**config.mk**
```make
export PLATFORM = sky130hd
export DESIGN_NAME = rtc_bcd_calendar
export DESIGN_NICKNAME = d
export VERILOG_FILES = /design/src/rtl/rtc_bcd_calendar.sv
export SDC_FILE = /design/constraint.sdc
export NUM_CORES = 1
export LEC_CHECK = 0
export ABC_CLOCK_PERIOD_IN_PS = 2870
export CORE_UTILIZATION = 45
export CTS_CLUSTER_DIAMETER = 150
export DETAILED_ROUTE_END_ITERATION = 10
export DONT_BUFFER_PORTS = 1
export PLACE_DENSITY_LB_ADDON = 0.05
export SLEW_MARGIN = 20
export SYNTH_ARGS = -nofsm -noshare
export SYNTH_HDL_FRONTEND = slang
export SYNTH_SLANG_ARGS = --single-unit
```
**constraint.sdc**
```tcl
create_clock -name clk -period 2.87 [get_ports clk]
set_input_delay 0 -clock clk [delete_from_list [all_inputs] [get_ports clk]]
set_output_delay 0 -clock clk [all_outputs]
set_load 0.01 [all_outputs]
```
**src/rtl/rtc_bcd_calendar.sv**
```systemverilog
module rtc_bcd_calendar #(
  parameter int TICKS_PER_SEC = 32768,
  localparam int PW = $clog2(TICKS_PER_SEC + 1)
) (
  input  logic       clk,
  input  logic       rst_n,
  input  logic       tick_32k,
  input  logic       load,
  input  logic [8:0] ld_we,
  input  logic [7:0] ld_sec,
  input  logic [7:0] ld_min,
  input  logic [7:0] ld_hour,
  input  logic [7:0] ld_date,
  input  logic [7:0] ld_month,
  input  logic [7:0] ld_dow,
  input  logic [7:0] ld_year,
  input  logic [7:0] ld_cent,
  input  logic [7:0] ld_status,
  output logic [7:0] t_sec,
  output logic [7:0] t_min,
  output logic [7:0] t_hour,
  output logic [7:0] t_date,
  output logic [7:0] t_month,
  output logic [7:0] t_dow,
  output logic [7:0] t_year,
  output logic [7:0] t_cent,
  output logic [7:0] t_status
);

  localparam logic [PW-1:0] LAST_TICK = PW'(TICKS_PER_SEC - 1);

  function automatic logic [7:0] bcd_inc(input logic [7:0] v);
    return (v[3:0] >= 4'd9) ? {v[7:4] + 4'd1, 4'd0} : {v[7:4], v[3:0] + 4'd1};
  endfunction

  logic [PW-1:0] pre_q;
  logic [7:0] sec_q, min_q, hour_q, date_q, month_q, dow_q, year_q, cent_q;
  logic       osc_off, sense_off, stop_flag;

  wire unused_status_bits = ^{ld_status[5:3], ld_status[1:0]};

  wire step     = tick_32k && !osc_off && (pre_q == LAST_TICK);
  wire c_min    = step && (sec_q == 8'h59);
  wire c_hour   = c_min && (min_q == 8'h59);

  wire        mode12 = hour_q[7];
  wire [7:0]  hv12   = {3'b000, hour_q[4:0]};
  wire [7:0]  hv24   = {2'b00, hour_q[5:0]};
  wire [7:0]  inc12  = bcd_inc(hv12);
  wire [7:0]  inc24  = bcd_inc(hv24);
  wire        day_wrap = mode12 ? (hour_q[5] && hv12 == 8'h11) : (hv24 == 8'h23);
  wire c_day    = c_hour && day_wrap;

  logic [7:0] hour_nx;
  always_comb begin
    if (mode12) begin
      if (hv12 == 8'h12)      hour_nx = {hour_q[7:5], 5'h01};
      else if (hv12 == 8'h11) hour_nx = {hour_q[7:6], ~hour_q[5], 5'h12};
      else                    hour_nx = {hour_q[7:5], inc12[4:0]};
    end else begin
      hour_nx = (hv24 == 8'h23) ? {hour_q[7:6], 6'h00} : {hour_q[7:6], inc24[5:0]};
    end
  end

  wire leap = year_q[4] ? (year_q[3:0] == 4'd2 || year_q[3:0] == 4'd6)
                        : (year_q[3:0] == 4'd0 || year_q[3:0] == 4'd4 || year_q[3:0] == 4'd8);

  logic [7:0] last_day;
  always_comb begin
    case (month_q)
      8'h02:                      last_day = leap ? 8'h29 : 8'h28;
      8'h04, 8'h06, 8'h09, 8'h11: last_day = 8'h30;
      default:                    last_day = 8'h31;
    endcase
  end

  wire c_mon  = c_day && (date_q == last_day);
  wire c_yr   = c_mon && (month_q == 8'h12);
  wire c_cent = c_yr && (year_q == 8'h99);

  wire off_nx   = ld_we[8] ? ld_status[7] : osc_off;
  wire sense_nx = ld_we[8] ? ld_status[6] : sense_off;
  wire flag_nx  = sense_nx ? 1'b0 :
                  (off_nx && !osc_off) ? 1'b1 :
                  (ld_we[8] && !ld_status[2]) ? 1'b0 : stop_flag;

  always_ff @(posedge clk) begin
    if (!rst_n) begin
      pre_q <= '0;
      sec_q <= 8'h00; min_q <= 8'h00; hour_q <= 8'h00; date_q <= 8'h00;
      month_q <= 8'h00; dow_q <= 8'h00; year_q <= 8'h00; cent_q <= 8'h19;
      osc_off <= 1'b0; sense_off <= 1'b0; stop_flag <= 1'b1;
    end else if (load) begin
      pre_q <= '0;
      if (ld_we[0]) sec_q   <= ld_sec;
      if (ld_we[1]) min_q   <= ld_min;
      if (ld_we[2]) hour_q  <= ld_hour;
      if (ld_we[3]) date_q  <= ld_date;
      if (ld_we[4]) month_q <= ld_month;
      if (ld_we[5]) dow_q   <= ld_dow;
      if (ld_we[6]) year_q  <= ld_year;
      if (ld_we[7]) cent_q  <= ld_cent;
      osc_off   <= off_nx;
      sense_off <= sense_nx;
      stop_flag <= flag_nx;
    end else begin
      if (tick_32k && !osc_off) pre_q <= (pre_q == LAST_TICK) ? '0 : pre_q + 1'b1;
      if (step)   sec_q   <= (sec_q == 8'h59) ? 8'h00 : bcd_inc(sec_q);
      if (c_min)  min_q   <= (min_q == 8'h59) ? 8'h00 : bcd_inc(min_q);
      if (c_hour) hour_q  <= hour_nx;
      if (c_day)  dow_q   <= (dow_q == 8'h07) ? 8'h01 : dow_q + 8'h01;
      if (c_day)  date_q  <= (date_q == last_day) ? 8'h01 : bcd_inc(date_q);
      if (c_mon)  month_q <= (month_q == 8'h12) ? 8'h01 : bcd_inc(month_q);
      if (c_yr)   year_q  <= (year_q == 8'h99) ? 8'h00 : bcd_inc(year_q);
      if (c_cent) cent_q  <= (cent_q == 8'h99) ? 8'h00 : bcd_inc(cent_q);
    end
  end

  assign t_sec    = sec_q;
  assign t_min    = min_q;
  assign t_hour   = hour_q;
  assign t_date   = date_q;
  assign t_month  = month_q;
  assign t_dow    = dow_q;
  assign t_year   = year_q;
  assign t_cent   = cent_q;
  assign t_status = {osc_off, sense_off, 3'b000, stop_flag, 2'b00};

endmodule

```
## Word level (Yosys, flattened, before mapping)

Cells that the tools add are included.

| storage, ports and cells | value |
|---|---|
| bits in registers | 83 |
| output and inout port bits | 72 |
| input port bits | 85 |

| operators by class | value |
|---|---|
| muxes and demuxes | 53 |
| reductions and logical operators | 52 |
| eq/ne operators | 31 |
| order comparisons | 7 |
| bitwise gates (word level) | 2 |
| add/subtract/negate cells | 17 |

Operators by type and width:

| operator | count |
|---|---|
| 8-bit two-way mux | 38 |
| 4-bit by 1-bit adder with 4-bit output, second input constant | 13 |
| 4-bit >= comparator, second input constant | 7 |
| 8-bit by 3-bit == test with 1-bit output, second input constant | 3 |
| 6-bit two-way mux | 4 |
| 3-bit nonzero test | 7 |
| 2-bit AND reduction | 10 |
| 3-bit AND reduction | 6 |
| 16-bit by 1-bit adder with 16-bit output, second input constant | 1 |
| 16-bit by 15-bit == test with 1-bit output, second input constant | 1 |
| 8-bit by 5-bit == test with 1-bit output, second input constant | 2 |
| 8-bit by 7-bit == test with 1-bit output, second input constant | 2 |
| 8-bit == test, second input constant | 2 |
| 16-bit two-way mux | 1 |
| 2-bit by 1-bit inequality test with 1-bit output, second input constant | 8 |
| 2-bit nonzero test | 7 |
| 1-bit logical AND | 11 |
| 5-bit == test, second input constant | 2 |
| 5-bit one-hot mux with 2 select lines | 1 |
| 8-bit by 1-bit adder with 8-bit output, second input constant | 1 |
| 4-bit by 3-bit == test with 1-bit output, second input constant | 2 |
| 8-bit by 2-bit == test with 1-bit output, second input constant | 1 |
| 8-bit by 4-bit == test with 1-bit output, second input constant | 1 |
| 8-bit == test | 1 |
| other kinds (19) | 30 |

## Longest topological paths before layout

| depth | value |
|---|---|
| depth in word-level cells | 12 |
| mapped depth | 10 |
| mapped depth without buffers | 9 |

## Least setup slack after synthesis

Ideal clock, no wire load.

| path | value |
|---|---|
| kind | reg2reg |
| from | register month_q[0], in the netlist t_month[0] |
| to | register cent_q[6], in the netlist t_cent[6] |
| required time | 2.750 ns |
| cell stages (with the launch flop) | 10 |
| data arrival time | 2.380 ns |
| setup slack | 0.370 ns |
| setup time | 0.120 ns |
| path buffers | 0 |
| cells stage by stage | dfxtp_1 -> inv_1 -> ha_1 -> nor3b_4 -> a2111oi_2 -> nor2_1 -> nor4_4 -> o31ai_2 -> and3_1 -> o31a_1 |

| between the ends | value |
|---|---|
| cells in the longest elaborated chain, start to end | 9 |

Ends and longest elaborated chain:

| item | RTL line | text |
|---|---|---|
| start: declaration | 37 | `logic [7:0] sec_q, min_q, hour_q, date_q, month_q, dow_q, year_q, cent_q;` |
| start signal: assignment | 99 | `if (ld_we[4]) month_q <= ld_month;` |
| start signal: assignment | 113 | `if (c_mon) month_q <= (month_q == 8'h12) ? 8'h01 : bcd_inc(month_q);` |
| 8-bit by 3-bit == test with 1-bit output, or another cell as far along | 70 | `case (month_q)` |
| 4-bit OR reduction | 70 |  |
| 5-bit one-hot mux with 2 select lines | 70 |  |
| 8-bit == test | 77 | `wire c_mon = c_day && (date_q == last_day);` |
| 1-bit logical AND | 77 |  |
| 1-bit logical AND (*) | 78 | `wire c_yr = c_mon && (month_q == 8'h12);` |
| 1-bit logical AND (*) | 79 | `wire c_cent = c_yr && (year_q == 8'h99);` |
| 2-bit nonzero test (no line) (*) | n/a |  |
| 3-bit AND reduction (no line) (*) | n/a |  |
| end signal: assignment | 102 | `if (ld_we[7]) cent_q <= ld_cent;` |
| end signal: assignment | 115 | `if (c_cent) cent_q <= (cent_q == 8'h99) ? 8'h00 : bcd_inc(cent_q);` |
| end: declaration | 37 |  |

Every way passes the cells marked *; elsewhere a longest branch is shown, timed or not.
A chain may end at the register's enable or synchronous reset.

## Worst setup path after layout

| path | value |
|---|---|
| from | register month_q[0], in the netlist t_month[0] |
| to | register year_q[5], in the netlist t_year[5] |

| between the ends | value |
|---|---|
| cells in the longest elaborated chain, start to end | 8 |

Ends and longest elaborated chain:

| item | RTL line | text |
|---|---|---|
| 8-bit by 3-bit == test with 1-bit output, or another cell as far along | 70 |  |
| 4-bit OR reduction | 70 |  |
| 5-bit one-hot mux with 2 select lines | 70 |  |
| 8-bit == test | 77 |  |
| 1-bit logical AND | 77 |  |
| 1-bit logical AND (*) | 78 |  |
| 2-bit nonzero test (no line) (*) | n/a |  |
| 3-bit AND reduction (no line) (*) | n/a |  |
| end signal: assignment | 101 | `if (ld_we[6]) year_q <= ld_year;` |
| end signal: assignment | 114 | `if (c_yr) year_q <= (year_q == 8'h99) ? 8'h00 : bcd_inc(year_q);` |
| end: declaration | 37 |  |

Marks and branches as above.

==> impl_metrics.toml <==
[run_status]
status = "complete, no violations"

[grt]
antenna_found_initial = 0
grt_max_degree = 69
grt_pass1_vias = 5733
grt_pass1_wl_mm = 28.2
grtUsageTotal = 0.265
gr-total-overflow = 0

[power]
max-vdd-ir-drop_mv = 0.270
p_leak_uw = 0.00284
powerDensity_nw_per_um2 = 409

[placed_design]
dp.cells = 909
detailed_place_hpwl_mm = 11.6
port_buffers = 0
post-place-ws_ns = 0.174
place_congestion = 0.856

[cts]
clock_latency_ns = 0.35
clk_pin_slew_ns = 0.06
h-tree-depth = 3
cts_buffer_depth = 2
cts-root-buf = "clkbuf_16"
tritoncts = "yes"
cts_buffers = 9
cts_sinks = 83

[cells_and_area]
nets = 965
n_antenna_cell = 0
area_growth_pct = 25.2
drive_above_1_share = 0.0889
final_cells = 1016

[critical_path]
critPathArrivalTime_ns = 2.98
cp-start-kind = "register"
endpoint_kind = "register"
worst_ep_required_time_ns = 3.12
crit_path_max_fanout = 9
crit_type = "register to register"

[synthesis]
synth.avg_cell_area_sq_um = 7.87
ys_types = 78
synthFlopType = "dfxtp_1"
ys_top_cells_by_area = "dfxtp_1 (28%), ha_1 (8.7%), nand2_1 (5.5%), nor2_1 (4.6%), a21oi_1 (4.0%)"
yosys_warnings = 0
yosysSeqAreaShare = 0.282
synth_common_cells = "nand2_1 (86), dfxtp_1 (83), nor2_1 (72), a21oi_1 (47), ha_1 (41)"
synth_seq_cells = 83
netlist_instances = 749
async_reset_ff_frac = 0
synth_top_cell_by_area = "dfxtp_1"
synth-edff-count = 0
synth_top_area_share = 0.282
syn-cell-area_sq_um = 5890
yosysMostFrequentCell = "nand2_1"

[sta]
layout_setup_ws_ns = 0.137
fmax_ghz = 0.366
slew_viol_final = 0
worstMarginPinSlew_ns = 0.746
slew_headroom = 0.501
hold_violations = 0
setup_viol = 0
finClkSkew_ns = 0.00424
rsz0062_at_grt = "yes"
period_needed_ns = 2.73
finalCritPeriodShare = 0.952

[route]
routedWlPerCell_um = 17.3
wl_mm = 17.6
drc = 0
first_iter_violations = 321
vias_per_cell = 5.92
postRouteAntennaNets = 0
route.vias.total = 6018
dr.pass1.iters = 5

[die]
io_pins = 157
core-area_sq_um = 12700
rows = 41
start_util = 0.465
die_x_um = 116
dieArea_sq_um = 13600
die-height_um = 116

[min_path]
worstHoldPathType = "input port to register"

[job]
maxCapViolations = 0
==> cell type report <==
class                   count  area, sq um
flip-flops and latches     83         1660
inverters                  37          139
multi-input cells         589         3910
clock inverters             3         20.0
clock buffers              13          280
well taps                 172          215
repair buffers            119         1150
fillers                  1198         5300
==> logic make-up (layout without fill, tap and decap cells) <==
family	after synthesis	in the layout	synth area share
DFF	83	83	0.282
buffers and inverters	81	172	0.0586
other	1	5	0.000636
AOI/OAI and AO/OA	204	204	0.242
adders and majority gates	41	41	0.0870
muxes	10	10	0.0178
and+or+nand+nor	307	307	0.279
xor gates and xnor gates	22	22	0.0327
==> final timing paths <==
check,start,end,slack [ns],depth (start not counted)
worst max register to register,t_month[0],t_year[5],0.14,9
worst max-delay path,t_month[0],t_year[5],0.14,9
worst min register to register,pre_q[1],pre_q[1],0.49,2
worst min-delay path,ld_date[3],t_date[3],0.01,4
==> placed cells by master, fill, tap and decap left out, types with 3 or more instances in the layout <==
master,Yosys,final
a211oi_1,16,16
a21oi_1,47,47
a221oi_1,10,10
a22oi_1,10,10
a311oi_1,5,5
a31oi_1,5,5
a32o_1,6,6
a32oi_1,3,3
and2_1,12,12
and3_1,8,8
and4_1,5,5
buf_4,9,28
clkbuf_16,0,9
clkbuf_8,0,4
conb_1,1,5
dfxtp_1,83,82
dlygate4sd3_1,0,89
ha_1,41,41
inv_1,37,37
mux2i_1,8,8
nand2_1,86,86
nand2b_1,12,12
nand3_1,27,27
nand3b_1,4,4
nand4_1,10,10
nand4b_1,4,4
nor2_1,72,72
nor2b_1,5,5
nor3_1,21,21
nor3b_1,8,8
nor4_4,2,3
o211ai_1,7,7
o21ai_0,35,35
o311a_1,3,3
o31a_1,8,8
o31ai_1,18,18
or2_2,4,4
or3_1,6,6
xnor2_1,9,9
xor2_1,13,13
==> per-stage QoR <==
stage | area (sq um) | hold slack (ns) | TNS (ns) | util | total power (uW)
global placement | 6130 | 0.0774 | 0 | 0.484 | 1710
detailed placement | 6130 | 0.0776 | 0 | 0.484 | 1720
CTS | 7370 | 0.00242 | 0 | 0.581 | 3040
finish | 7380 | 0.0140 | 0 | 0.582 | 3020
global route | 7380 | 0.0158 | -0.113 | 0.582 | 3160
floorplan | 5910 | 0.163 | 0 | - | 1640
==> report_power, final <==
part	switching (uW)	internal (uW)	total (uW)
Clock	497	680	1180
Combinational	284	262	545
Sequential	91.7	1200	1290
==> flip-flops by register name, summed over array words and instances (netlist names) <==
| register | cells |
|---|---|
| stop_flag | 1 |
| t_dow | 8 |
| t_year | 8 |
| pre_q | 16 |
| t_month | 8 |
| t_cent | 8 |
| osc_off | 1 |
| t_sec | 8 |
| sense_off | 1 |
| t_date | 8 |
| t_min | 8 |
| t_hour | 8 |
==> routing by layer <==
layer  share of wire  track usage
met5               0            0
met3           0.072       0.0612
met2            0.46        0.427
met1            0.44        0.343
met4           0.022        0.102
==> repair_timing <==
action	in CTS	in global routing
hold buffers	91	0
hold endpoints to repair	69	0
setup buffers	0	0
gates resized for setup	0	2
endpoints found under the setup margin	0	9
==> critical path, stage by stage, from the launching register on <==
cell	delay [ns]
dfxtp_1	0.31
inv_1	0.11
ha_1	0.20
nor3b_4	0.32
and2_1	0.24
a211oi_1	0.12
and4_1	0.35
o31ai_1	0.53
a221oi_1	0.15
a311oi_1	0.30
No activity file was read; power rests on OpenSTA's default activity.
